`config.mk`:
```
export PLATFORM = sky130hd
export DESIGN_NAME = uart_rxq
export DESIGN_NICKNAME = d
export VERILOG_FILES = /design/src/rtl/uart_rxq_pkg.sv /design/src/rtl/rxq_fifo.sv /design/src/rtl/rxq_idle_timer.sv /design/src/rtl/rxq_flags.sv /design/src/rtl/uart_rxq.sv
export SDC_FILE = /design/constraint.sdc
export NUM_CORES = 1
export LEC_CHECK = 0
export BUFFER_PORTS_ARGS = -buffer_cell sky130_fd_sc_hd__buf_2
export CAP_MARGIN = 10
export CORE_MARGIN = 4
export CORE_UTILIZATION = 55
export CTS_BUF_LIST = sky130_fd_sc_hd__clkbuf_8
export DETAILED_ROUTE_END_ITERATION = 8
export PLACE_DENSITY = 0.75
export SLEW_MARGIN = 20
export SYNTH_ARGS = -nofsm -noshare
export SYNTH_HDL_FRONTEND = slang
export SYNTH_SLANG_ARGS = --single-unit
```
`constraint.sdc`:
```
create_clock -name clk -period 3.1 [get_ports clk]
set_input_delay 0.465 -clock clk [delete_from_list [all_inputs] [get_ports clk]]
set_output_delay 0.465 -clock clk [all_outputs]
set_load 0.01 [all_outputs]
```
`src/rtl/uart_rxq_pkg.sv`:
```
package uart_rxq_pkg;

  typedef enum logic [1:0] {
    A_DATA  = 2'd0,
    A_LEVEL = 2'd1,
    A_STAT  = 2'd2,
    A_CTRL  = 2'd3
  } rxq_addr_e;

  typedef struct packed {
    logic       brk;
    logic       fe;
    logic [7:0] data;
  } rxq_entry_t;

  localparam int ENTRY_W = $bits(rxq_entry_t);

  // status bit positions
  localparam int ST_TRIG = 1;
  localparam int ST_TMO  = 2;
  localparam int ST_FE   = 3;
  localparam int ST_BRK  = 4;
  localparam int ST_OVR  = 5;

  // control field positions
  localparam int CT_TRIG_LO = 2;
  localparam int CT_RX_IE   = 6;
  localparam int CT_ERR_IE  = 7;
  localparam int CT_TMO_LO  = 16;
  localparam logic [31:0] CTRL_MASK = 32'h0003_00DC;

  // receive threshold in bytes for a trigger code
  function automatic int unsigned trig_threshold(input logic [2:0] code);
    case (code)
      3'd0:    return 1;
      3'd1:    return 4;
      3'd2:    return 8;
      3'd3:    return 16;
      3'd4:    return 32;
      default: return 48;
    endcase
  endfunction

  // inactivity window in character times (0 = off)
  function automatic int unsigned tmo_chars(input logic [1:0] code);
    case (code)
      2'd1:    return 4;
      2'd2:    return 8;
      2'd3:    return 16;
      default: return 0;
    endcase
  endfunction

endpackage

```
`src/rtl/rxq_fifo.sv`:
```
module rxq_fifo #(
  parameter int DEPTH = 64,
  parameter int W     = 10,
  localparam int AW   = $clog2(DEPTH),
  localparam int CW   = $clog2(DEPTH + 1)
) (
  input  logic          clk,
  input  logic          rst_n,
  input  logic          push,
  input  logic [W-1:0]  wdata,
  input  logic          pop,
  output logic [W-1:0]  head,
  output logic [CW-1:0] count,
  output logic          full,
  output logic          empty
);

  logic [W-1:0]  mem [DEPTH];
  logic [AW-1:0] wr_ptr, rd_ptr;
  logic          do_push, do_pop;

  assign full    = (count == CW'(DEPTH));
  assign empty   = (count == '0);
  assign do_push = push && !full;
  assign do_pop  = pop && !empty;
  assign head    = mem[rd_ptr];

  function automatic logic [AW-1:0] next_ptr(input logic [AW-1:0] p);
    return (p == AW'(DEPTH - 1)) ? '0 : p + 1'b1;
  endfunction

  always_ff @(posedge clk) begin
    if (do_push) mem[wr_ptr] <= wdata;
  end

  always_ff @(posedge clk or negedge rst_n) begin
    if (!rst_n) begin
      wr_ptr <= '0;
      rd_ptr <= '0;
      count  <= '0;
    end else begin
      if (do_push) wr_ptr <= next_ptr(wr_ptr);
      if (do_pop)  rd_ptr <= next_ptr(rd_ptr);
      case ({do_push, do_pop})
        2'b10:   count <= count + 1'b1;
        2'b01:   count <= count - 1'b1;
        default: count <= count;
      endcase
    end
  end

endmodule

```
`src/rtl/rxq_idle_timer.sv`:
```
module rxq_idle_timer
  import uart_rxq_pkg::*;
#(
  parameter int BITS_PER_CHAR = 10,
  localparam int MAX_TICKS    = 16 * BITS_PER_CHAR,
  localparam int CNT_W        = $clog2(MAX_TICKS + 1)
) (
  input  logic       clk,
  input  logic       rst_n,
  input  logic [1:0] code,
  input  logic       tick,
  input  logic       armed,
  input  logic       restart,
  output logic       expire
);

  logic [CNT_W-1:0] cnt, limit;
  logic             enabled;

  assign limit   = CNT_W'(tmo_chars(code) * BITS_PER_CHAR);
  assign enabled = (code != 2'd0);
  assign expire  = enabled && armed && tick && !restart && (cnt == limit - 1'b1);

  always_ff @(posedge clk or negedge rst_n) begin
    if (!rst_n) begin
      cnt <= '0;
    end else if (restart || !armed || !enabled) begin
      cnt <= '0;
    end else if (tick && cnt < limit) begin
      cnt <= cnt + 1'b1;
    end
  end

endmodule

```
`src/rtl/rxq_flags.sv`:
```
module rxq_flags #(
  parameter int N = 4
) (
  input  logic         clk,
  input  logic         rst_n,
  input  logic [N-1:0] set,
  input  logic [N-1:0] clr,
  output logic [N-1:0] flag
);

  for (genvar i = 0; i < N; i++) begin : g_flag
    always_ff @(posedge clk or negedge rst_n) begin
      if (!rst_n)      flag[i] <= 1'b0;
      else if (set[i]) flag[i] <= 1'b1;
      else if (clr[i]) flag[i] <= 1'b0;
    end
  end

endmodule

```
`src/rtl/uart_rxq.sv`:
```
module uart_rxq
  import uart_rxq_pkg::*;
#(
  parameter int DEPTH         = 64,
  parameter int BITS_PER_CHAR = 10,
  localparam int CW           = $clog2(DEPTH + 1)
) (
  input  logic        clk,
  input  logic        rst_n,
  input  logic        rx_valid,
  input  logic [7:0]  rx_data,
  input  logic        rx_frame_err,
  input  logic        rx_break,
  input  logic        baud_tick,
  input  logic [7:0]  tx_level,
  input  logic [1:0]  reg_addr,
  input  logic        reg_wr,
  input  logic        reg_rd,
  input  logic [31:0] reg_wdata,
  output logic [31:0] reg_rdata,
  output logic        irq
);

  rxq_entry_t       in_entry, head;
  logic [CW-1:0]    fifo_count;
  logic             full, empty;
  logic             pop_req, push_acc, pop_acc, overrun_ev;
  logic             tmo_expire;
  logic [31:0]      ctrl_q;
  logic [2:0]       trig_code;
  logic [1:0]       tmo_code;
  logic             rx_ie, err_ie;
  logic [CW-1:0]    trig_thr;
  logic             trig_live;
  logic [3:0]       ev_set, ev_clr, ev_flag;
  logic             tmo_flag, fe_flag, brk_flag, ovr_flag;
  logic [31:0]      data_word, level_word, stat_word;

  // ---------------- control register ----------------
  always_ff @(posedge clk or negedge rst_n) begin
    if (!rst_n) ctrl_q <= '0;
    else if (reg_wr && reg_addr == A_CTRL) ctrl_q <= reg_wdata & CTRL_MASK;
  end

  assign trig_code = ctrl_q[CT_TRIG_LO +: 3];
  assign tmo_code  = ctrl_q[CT_TMO_LO +: 2];
  assign rx_ie     = ctrl_q[CT_RX_IE];
  assign err_ie    = ctrl_q[CT_ERR_IE];

  // ---------------- queue ----------------
  assign in_entry   = '{brk: rx_break, fe: rx_frame_err, data: rx_data};
  assign pop_req    = reg_rd && (reg_addr == A_DATA);
  assign push_acc   = rx_valid && !full;
  assign pop_acc    = pop_req && !empty;
  assign overrun_ev = rx_valid && full;

  rxq_fifo #(.DEPTH(DEPTH), .W(ENTRY_W)) u_fifo (
    .clk   (clk),
    .rst_n (rst_n),
    .push  (rx_valid),
    .wdata (in_entry),
    .pop   (pop_req),
    .head  (head),
    .count (fifo_count),
    .full  (full),
    .empty (empty)
  );

  // ---------------- inactivity timer ----------------
  rxq_idle_timer #(.BITS_PER_CHAR(BITS_PER_CHAR)) u_timer (
    .clk     (clk),
    .rst_n   (rst_n),
    .code    (tmo_code),
    .tick    (baud_tick),
    .armed   (!empty),
    .restart (push_acc || pop_acc),
    .expire  (tmo_expire)
  );

  // ---------------- receive threshold ----------------
  always_comb begin
    if (trig_threshold(trig_code) > DEPTH) trig_thr = CW'(DEPTH);
    else                                   trig_thr = CW'(trig_threshold(trig_code));
  end
  assign trig_live = (fifo_count >= trig_thr);

  // ---------------- latched flags: [0]=tmo [1]=fe [2]=brk [3]=ovr ----------------
  assign ev_set = {overrun_ev,
                   push_acc && rx_break,
                   push_acc && rx_frame_err,
                   tmo_expire};
  assign ev_clr = (reg_wr && reg_addr == A_STAT) ? reg_wdata[ST_TMO +: 4] : 4'b0;

  rxq_flags #(.N(4)) u_flags (
    .clk   (clk),
    .rst_n (rst_n),
    .set   (ev_set),
    .clr   (ev_clr),
    .flag  (ev_flag)
  );

  assign {ovr_flag, brk_flag, fe_flag, tmo_flag} = ev_flag;

  // ---------------- read mux ----------------
  always_comb begin
    data_word = 32'h0000_0100;
    if (!empty) data_word = {21'b0, head.brk, head.fe, 1'b0, head.data};
  end

  assign level_word = {16'b0, tx_level, 8'(fifo_count)};

  always_comb begin
    stat_word          = '0;
    stat_word[ST_TRIG] = trig_live;
    stat_word[ST_TMO]  = tmo_flag;
    stat_word[ST_FE]   = fe_flag;
    stat_word[ST_BRK]  = brk_flag;
    stat_word[ST_OVR]  = ovr_flag;
  end

  always_comb begin
    case (reg_addr)
      A_DATA:  reg_rdata = data_word;
      A_LEVEL: reg_rdata = level_word;
      A_STAT:  reg_rdata = stat_word;
      default: reg_rdata = ctrl_q;
    endcase
  end

  assign irq = (rx_ie && (trig_live || tmo_flag)) ||
               (err_ie && (fe_flag || brk_flag || ovr_flag));

endmodule

```
==> qor.yml, run 1 <==
die:
  pin_count: 91
  start_util_pct: 55.97
  dieArea_um2: 53660
  die_y_um: 231.6
  rows: 81
  core-area_um2: 49150
  dieWidth_um: 231.6
detailed_routing:
  ant_nets: 0
  drt_iter0_drc: 2043
  dr.pass1.iters: 6
  route.detailed.drc: 0
  drt_wl_total_mm: 64.97
  post_drt_wl_per_cell_um: 27.13
  viasPerCell: 6.242
  vias: 14950
global_route:
  grt_pass1_vias: 14980
  grt_max_degree: 65
  grtUsageTotal_pct: 24.31
  grt_pass1_wl_mm: 96.09
  gr-total-overflow: 0
  antenna_found_initial: 1
run_status:
  status: "finished with violations"
  violations: "setup timing"
timing:
  hold_viol_final: 0
  tightestPinTransition_ns: 1.089
  finalSetupViolCount: 13
  drv_slew: 0
  fin_crit_sh_pct: 119.5
  rsz0062_at_grt: "yes"
  slew_headroom_pct: 27.11
  holdWs_ns: 0.04309
  fin_skew_ns: 0.03917
  fin_crit_ns: 3.706
  fmax_mhz: 269.9
  layout_setup_ws_ns: -0.6055
yosys:
  synth_area_um2: 27510
  synth.distinct_cells: 63
  ys_async_sr_fraction_pct: 5.605
  synth_edf_count: 640
  syn-instance-count: 1420
  synth-main-ff-cell: "edfxtp_1"
  ys_seq_area_share_pct: 73.32
  synth_warnings: 0
  synth-seq-cells: 678
  syn_area_per_cell_um2: 19.37
cts:
  cts_tree: "done"
  cts_made_buffers: 103
  clk_pin_slew_worst_paths_ns: 0.07
  clockBufferDepth: 3
  cts_num_sinks: 678
  clk_latency_ns: 0.71
  clock-root-buffer: "clkbuf_8"
  htree_levels: 3
placed_design:
  postPlaceCellArea_um2: 29080
  dpl_worst_slack_ns: 0.02608
  dp_hpwl_mm: 39.92
  numPortBuffers: 52
  dp.cells: 2170
  place.gp.congestion: 0.9314
job:
  cap_violations: 0
layout:
  layout_commonest_cell: "edfxtp_1"
  fillers: 3088
  drive_gt1_share_pct: 34.39
  multi_input_area_um2: 7177
  areaGrowthSynthToFinish_pct: 16.57
  final_area_um2: 32070
  seq_area_um2: 20180
  postLayoutCoreUtil_pct: 65.24
  final_cells: 2395
  mostFrequentLayoutCells: "640 x edfxtp_1, 155 x mux4_2, 110 x buf_4"
  nets: 1739
worst_setup_path:
  cp_max_fo: 5
  crit_path_start_kind: "flop"
  endpoint_kind: "output pin"
  crit_top_cell: "buf_12"
  path_cells: "buf_12 -> buf_12 -> bufbuf_16 -> mux4_2 -> a22oi_2 -> nand2_2 -> a32oi_2 -> o21ai_2 -> buf_2"
  worstPathRequired_ns: 2.63
  path_class: "reg2out"
  worst_path_max_delay_cell: "dfrtp_4"
  critical-path-max-stage-delay_ns: 0.53
  r2r_slack_ns: -0.06
  cp.arrival_ns: 3.24
power_and_ir_drop:
  ir_drop_mv: 0.3804
  p_leak_nw: 10.75
  pwr_density_cell_nw_per_um2: 775.7
hold_path:
  hp-class: "in2reg"
## area by class of cell
class	count	share of cell area [%]
antenna	1	0.007804
clock buffer	108	4.636
clock inverter	73	1.295
inverter	19	0.2380
multi-input combinational	649	22.38
sequential	678	62.94
tap	664	2.591
timing repair buffer	203	5.912
## metrics by stage
stage	total power [mW]	TNS (ns)
global placement	17.02	0
finish	24.87	-5.586
detailed placement	17.10	0
CTS	24.50	-5.865
floorplan	14.79	0
global route	25.77	-6.449
## worst paths after layout
path                                              start                           end  cells after the start
max in group asynchronous                         rst_n  u_fifo.rd_ptr[1]$_DFFE_PN0P_                      2
hold reg to reg             u_flags.flag[2]$_DFFE_PN0P_   u_flags.flag[2]$_DFFE_PN0P_                      1
setup / recovery           u_fifo.rd_ptr[0]$_DFFE_PN0P_                 reg_rdata[10]                      9
setup reg to reg            u_fifo.count[1]$_DFFE_PN0P_   u_fifo.count[5]$_DFFE_PN0P_                     12
hold / removal                             reg_wdata[5]   u_flags.flag[3]$_DFFE_PN0P_                      3
min in group asynchronous                         rst_n    u_timer.cnt[7]$_DFFE_PN0P_                      2
## kinds of logic after synthesis
group,Yosys count,share of synthesized area (%)
buffers and inverters,106,2.238
XOR/XNOR,16,0.5094
AO/OA/AOI/OAI,122,3.152
flip-flops,678,73.32
multiplexers,224,15.32
other,1,0.01363
AND/OR/NAND/NOR,246,4.194
adder cells (fa/ha/maj),27,1.255
## synth_stat cells (16+ instances only)
cell type	n	share of area [%]
mux2i_1	46	1.7
dfrtp_1	38	3.5
nor2_1	92	1.3
clkbuf_1	26	0.35
nand3_1	24	0.44
mux2_2	22	0.90
buf_2	16	0.29
edfxtp_1	640	70
a22oi_1	21	0.57
nand2_1	53	0.72
mux4_2	154	13
ha_1	26	1.2
buf_4	34	0.93
a21oi_1	22	0.40
inv_1	18	0.25
## timing repair
| item | in CTS | in global routing |
|---|---|---|
| gates resized for setup | 64 | 48 |
| buffers inserted | 17 | 8 |
| endpoints found under the setup margin | 12 | 46 |
| hold buffers | 9 | 0 |
| pin swaps | 23 | 21 |
| endpoints found under the hold margin | 46 | 0 |
| gates cloned | 7 | 2 |
## report_power, final
part           switching [mW]  internal [mW]
registers               0.318           10.5
clock network            3.36           3.48
logic                    3.89           3.37
## flip-flops by register name (all words and copies together), names as in the netlist
register	cells
u_fifo.count	7
u_fifo.rd_ptr	6
u_flags.flag	4
u_fifo.mem	640
u_timer.cnt	8
ctrl_q	7
u_fifo.wr_ptr	6
## per-layer routing
metal	routed length, um	global-route usage, %	vias to the layer above	share of wire (%)
met5	0	0	-	0
met4	2059	8.201	0	3.2
met3	7084	6.244	144	11
met2	31050	37.88	956	48
met1	24780	34.17	7606	38
li1	-	-	6243	-
## worst max-delay path, delay by kind of cell, from the launching register on
kind                   cells  cell delay, ns
buffers and inverters      4            0.72
AOI/OAI and AO/OA          3            0.68
DFF                        1            0.53
muxes                      1            0.46
and+or+nand+nor            1            0.13
Note: power is estimated with default switching activity, not from simulation.
==> run 2, diff against run 1 <==
--- a/config.mk
+++ b/config.mk
@@ -8,10 +8,10 @@
 export BUFFER_PORTS_ARGS = -buffer_cell sky130_fd_sc_hd__buf_2
 export CAP_MARGIN = 10
 export CORE_MARGIN = 4
-export CORE_UTILIZATION = 55
+export CORE_UTILIZATION = 58
 export CTS_BUF_LIST = sky130_fd_sc_hd__clkbuf_8
 export DETAILED_ROUTE_END_ITERATION = 8
-export PLACE_DENSITY = 0.75
+export PLACE_DENSITY = 0.78
 export SLEW_MARGIN = 20
 export SYNTH_ARGS = -nofsm -noshare
 export SYNTH_HDL_FRONTEND = slang
==> run 2 against run 1 <==
Effect of this change: final cell count down 1.5%; first-iteration DRC count fell by 4.7%; critical path type unchanged; the flow still finishes with violations (setup timing); sequential power about the same; via count rose by 2.5%; die area is 5.0% lower; critical endpoint is now reg_rdata[3].
==> qor.yml, run 2 (synthesis gave the netlist of run 1 again) <==
power_and_ir_drop:
  pwr-share-clk_pct: 27.3
  seq_power_share_pct: 42.3
  comb_power_share_pct: 30.4
  switching_power_mw: 7.769
  p_leak_nw: 10.91
  finalPower_mw: 25.41
  ir_drop_mv: 0.4574
  power_switching_share_pct: 30.58
  pwr_density_cell_nw_per_um2: 784.9
  internal-power_mw: 17.64
layout:
  postLayoutCoreUtil_pct: 69.23
  drive_gt1_share_pct: 35.47
  mostFrequentLayoutCells: "640 x edfxtp_1, 154 x mux4_2, 120 x buf_4"
  regMostFlops: "u_fifo.mem"
  layout_commonest_cell: "edfxtp_1"
  areaGrowthSynthToFinish_pct: 17.67
  top_regs: "u_fifo.mem: 640 flops, u_timer.cnt: 8 flops"
  nets: 1750
  largest_register_ffs: 640
cts:
  cts_num_sinks: 678
  clock-root-buffer: "clkbuf_8"
  cts_tree: "done"
  htree_levels: 3
  clk_pin_slew_worst_paths_ns: 0.06
  clk_latency_ns: 0.70
  clockBufferDepth: 3
  cts_made_buffers: 101
hold_path:
  hold_path_startpoint: "rx_valid"
  hp-class: "in2reg"
placed_design:
  numPortBuffers: 52
  place.gp.congestion: 0.9185
  dp_hpwl_mm: 39.74
die:
  dieWidth_um: 225.8
  die_y_um: 225.8
  core-area_um2: 46750
  dieArea_um2: 50980
  rows: 79
  pin_count: 91
  start_util_pct: 58.84
worst_setup_path:
  path_class: "reg2out"
  path_cells: "buf_12 -> buf_12 -> mux4_2 -> mux4_2 -> a22oi_2 -> nand3_2 -> buf_6"
  crit_path_start: "u_fifo.rd_ptr[0]$_DFFE_PN0P_"
  worstReg2RegStart: "u_fifo.count[4]$_DFFE_PN0P_"
  endpoint_kind: "output pin"
  cp.arrival_ns: 3.19
  critical-path-max-stage-delay_ns: 0.54
  cp_max_fo: 6
  path_delay_family: "multiplexers"
  worstPathRequired_ns: 2.63
  worst_path_max_delay_cell: "mux4_2"
  crit_path_start_kind: "flop"
  crit_buf_inv: 3
global_route:
  grt_max_degree: 65
  gr-total-overflow: 0
  grt_pass1_vias: 15060
  grtUsageTotal_pct: 26.29
  grt_pass1_wl_mm: 98.26
  antenna_found_initial: 0
timing:
  slew_headroom_pct: 22.85
  hold_viol_final: 0
  tns_ns: -5.164
  layout_setup_ws_ns: -0.5597
  fin_crit_sh_pct: 118.1
  tightestPinTransition_ns: 1.153
  finalSetupViolCount: 11
  fin_crit_ns: 3.660
  fin_skew_ns: 0.02912
  drv_slew: 0
  rsz0062_at_grt: "yes"
  holdWs_ns: 0.05895
  fmax_mhz: 273.2
detailed_routing:
  post_drt_wl_per_cell_um: 28.45
  ant_nets: 0
  drt_wl_total_mm: 67.11
  viasPerCell: 6.497
  route.detailed.drc: 0
  drt_iter0_drc: 1948
  dr.pass1.iters: 5
  vias: 15330
job:
  cap_violations: 0
run_status:
  violations: "setup timing"
  status: "finished with violations"
## run 2: cell types whose count changed in the layout (fill, tap and decap cells not counted), sizes merged, moves of 2 or more
| cell | change |
|---|---|
| buf | +14 |
| bufinv | +2 |
| clkbuf | -4 |
| clkinv | +12 |
| clkinvlp | -3 |
## run 2: worst paths after layout
path / to / slack [ns] / depth (start not counted)
max in group asynchronous: u_fifo.rd_ptr[0]$_DFFE_PN0P_ / 1.97 / 2
max reg2reg: u_fifo.count[5]$_DFFE_PN0P_ / 0.06 / 11
min reg2reg: u_flags.flag[0]$_DFFE_PN0P_ / 0.52 / 2
min: u_flags.flag[3]$_DFFE_PN0P_ / 0.06 / 2
min in group asynchronous: u_timer.cnt[7]$_DFFE_PN0P_ / 0.44 / 2
max: reg_rdata[3] / -0.56 / 7
## run 2: power groups by stage
stage          Combinational [mW]  Sequential, mW  Clock, mW
4_1_cts                      7.22            10.7       7.01
5_1_grt                      8.07            10.8       7.45
3_3_place_gp                 6.21            10.9          0
6_report                     7.71            10.8       6.94
2_1_floorplan                4.02            10.8          0
3_5_place_dp                 6.29            10.9          0
## run 2: layer usage
| metal | vias up | share of wire (%) | GRT usage [%] |
|---|---|---|---|
| met5 | - | 0.14 | 0 |
| met4 | 2 | 3.3 | 9.445 |
| met3 | 172 | 11 | 5.966 |
| met2 | 1065 | 48 | 40.48 |
| met1 | 7824 | 37 | 37.87 |
| li1 | 6263 | - | - |
## run 2: final cells by class
| type | instances | area [um2] |
|---|---|---|
| Antenna cell | 1 | 2.502 |
| Clock buffer | 105 | 1445 |
| Clock inverter | 84 | 479.2 |
| Fill cell | 2694 | 14380 |
| Inverter | 19 | 76.32 |
| Multi-Input combinational cell | 649 | 7305 |
| Sequential cell | 678 | 20180 |
| Tap cell | 607 | 759.5 |
| Timing Repair Buffer | 216 | 2121 |
## run 2: what timing repair did
item,CTS,global route
setup endpoints to repair,12,14
gates resized for setup,87,54
cloned,9,1
endpoints found under the hold margin,45,0
buffers inserted,30,12
hold buffers,8,0
pin swaps,30,41
## run 2: worst reg2reg max path, stage by stage, from the launching register on
cell and delay [ns]:
dfrtp_1 0.38, or4_4 0.55, o41a_1 0.41, and2_4 0.17, ha_4 0.19, ha_1 0.28
a21o_1 0.17, a21oi_2 0.17, o21ai_0 0.10, a21oi_1 0.16, xnor2_1 0.08, mux2_2 0.26
## run 2: metrics by stage
step,setup WS [ns],cell area (um2),instances
floorplan,0.01333,27570,1433
global route,-0.6314,32370,2358
CTS,-0.5830,31990,2346
global placement,-0.1706,29070,2115
detailed placement,-0.07624,29080,2115
finish,-0.5597,32370,2359
==> run 3, diff against run 2 <==
--- a/config.mk
+++ b/config.mk
@@ -7,7 +7,7 @@
 export LEC_CHECK = 0
 export BUFFER_PORTS_ARGS = -buffer_cell sky130_fd_sc_hd__buf_2
 export CAP_MARGIN = 10
-export CORE_MARGIN = 4
+export CORE_MARGIN = 2
 export CORE_UTILIZATION = 58
 export CTS_BUF_LIST = sky130_fd_sc_hd__clkbuf_8
 export DETAILED_ROUTE_END_ITERATION = 8
==> run 3 against run 2 <==
Effect of this change: the run ends with DRC, setup timing left; maximum frequency down 2.1%; flip-flop and latch count unchanged; non-clock buffer count shrank 11; sequential share of layout area increased by 0.68 points; critical endpoint is now reg_rdata[2]; sequential power about the same; total power is 1.8% lower; critical path type unchanged; utilization is 0.60 points lower; final cell count down 0.59%.
==> qor.yml, run 3 (synthesis gave the netlist of run 1 again) <==
run_status:
  status: "finished with violations"
  violations: "DRC, setup timing"
cts:
  cts_tree: "done"
  clockBufferDepth: 3
  htree_levels: 3
  clk_latency_ns: 0.70
  clk_pin_slew_worst_paths_ns: 0.06
  cts_made_buffers: 103
  cts_num_sinks: 678
  clock-root-buffer: "clkbuf_8"
layout:
  nets: 1741
  mostFrequentLayoutCells: "640 x edfxtp_1, 154 x mux4_2, 114 x buf_4"
  drive_gt1_share_pct: 34.35
  top_regs: "u_fifo.mem: 640 flops, u_timer.cnt: 8 flops"
  diodes: 0
  regMostFlops: "u_fifo.mem"
  layout_commonest_cell: "edfxtp_1"
  areaGrowthSynthToFinish_pct: 16.41
  largest_register_ffs: 640
global_route:
  grt_max_degree: 65
  gr-total-overflow: 0
  grt_pass1_wl_mm: 94.82
  antenna_found_initial: 0
  grt_pass1_vias: 14830
  grtUsageTotal_pct: 26.34
placed_design:
  dp_hpwl_mm: 39.76
  numPortBuffers: 52
  place.gp.congestion: 0.8977
detailed_routing:
  route.detailed.drc: 13
  viasPerCell: 6.406
  drt_iter0_drc: 1913
  drt_wl_total_mm: 65.07
  vias: 15020
  ant_nets: 0
  post_drt_wl_per_cell_um: 27.75
  dr.pass1.iters: 8
power_and_ir_drop:
  p_leak_nw: 10.80
  ir_drop_mv: 0.3742
  internal-power_mw: 17.40
  pwr_density_cell_nw_per_um2: 778.9
  seq_power_share_pct: 43.3
  switching_power_mw: 7.543
  pwr-share-clk_pct: 28.2
  comb_power_share_pct: 28.5
  power_switching_share_pct: 30.24
timing:
  rsz0062_at_grt: "yes"
  finalSetupViolCount: 11
  holdWs_ns: 0.03520
  drv_slew: 0
  fin_crit_ns: 3.737
  fin_skew_ns: 0.04676
  tightestPinTransition_ns: 1.101
  hold_viol_final: 0
  tns_ns: -5.144
  slew_headroom_pct: 26.32
  fmax_mhz: 267.6
  layout_setup_ws_ns: -0.6373
  fin_crit_sh_pct: 120.6
hold_path:
  hp-class: "in2reg"
  min_path_cells: 2
die:
  dieWidth_um: 221.8
  die_y_um: 221.8
  rows: 79
  pin_count: 91
  start_util_pct: 58.96
  core-area_um2: 46650
  dieArea_um2: 49190
job:
  cap_violations: 0
worst_setup_path:
  cp_max_fo: 4
  endpoint_kind: "output pin"
  worstPathRequired_ns: 2.63
  reg2regPathDepth: 11
  path_class: "reg2out"
  crit_path_start_kind: "flop"
  cp.arrival_ns: 3.27
## run 3: power by group through the flow
stage	Sequential (mW)	Combinational (mW)	Clock [mW]
5_1_grt	10.8	7.46	7.50
3_3_place_gp	10.9	6.05	0
2_1_floorplan	10.8	4.02	0
4_1_cts	10.8	6.53	7.10
6_report	10.8	7.11	7.03
3_5_place_dp	11.0	6.15	0
## run 3: timing repair
action / in CTS / in global routing
hold buffers: 6 / 0
setup endpoints to repair: 11 / 13
buffers inserted: 9 / 23
cloned: 3 / 4
gates resized for setup: 45 / 74
pin swaps: 11 / 30
endpoints found under the hold margin: 43 / 0
## run 3: path summary, 6_finish.rpt
kind                                             startpoint                           end  slack [ns]
worst max-delay path            u_fifo.count[4]$_DFFE_PN0P_                  reg_rdata[2]       -0.64
worst min-delay path                          reg_wdata[17]        ctrl_q[17]$_DFFE_PN0P_        0.04
worst max register to register  u_fifo.count[4]$_DFFE_PN0P_   u_fifo.count[6]$_DFFE_PN0P_        0.03
worst min register to register  u_flags.flag[2]$_DFFE_PN0P_   u_flags.flag[2]$_DFFE_PN0P_        0.54
max in group asynchronous                             rst_n  u_fifo.rd_ptr[1]$_DFFE_PN0P_        1.97
min in group asynchronous                             rst_n   u_flags.flag[3]$_DFFE_PN0P_        0.44
## run 3: worst max-delay path: stages, from the launching register on
cell and delay [ns]:
dfrtp_1 0.38, or4_4 0.53, o41a_1 0.48, buf_4 0.16
nand2_1 0.17, nor2_1 0.17, a22oi_2 0.33, nand3_2 0.17
buf_6 0.17
## run 3: final cells by class
class	count	area, um2
Timing Repair Buffer	205	1874
Tap cell	607	759.5
Clock inverter	82	499.2
Clock buffer	105	1445
Inverter	19	73.82
Multi-Input combinational cell	649	7186
Sequential cell	678	20180
Fill cell	2795	14630
## run 3: metal layers
layer / up-vias / GRT usage, % / routed length [um]
li1: 6258 / - / -
met2: 916 / 40.78 / 31310
met4: 0 / 9.612 / 1882
met3: 142 / 5.685 / 6496
met1: 7706 / 37.61 / 25380
met5: - / 0 / 0
## run 3: stage by stage
stage                     worst slack (ns)  instance area (um2)  power, mW  std cells  util [%]
after CTS                          -0.5781                31400      24.42       2320     67.31
after global routing               -0.6400                32020      25.79       2345     68.64
after global placement             0.03933                29050      17.00       2115     62.26
after detailed placement           0.01826                29050      17.13       2115     62.26
final                              -0.6373                32020      24.94       2345     68.64
after floorplan                    0.01333                27570      14.79       1433         -
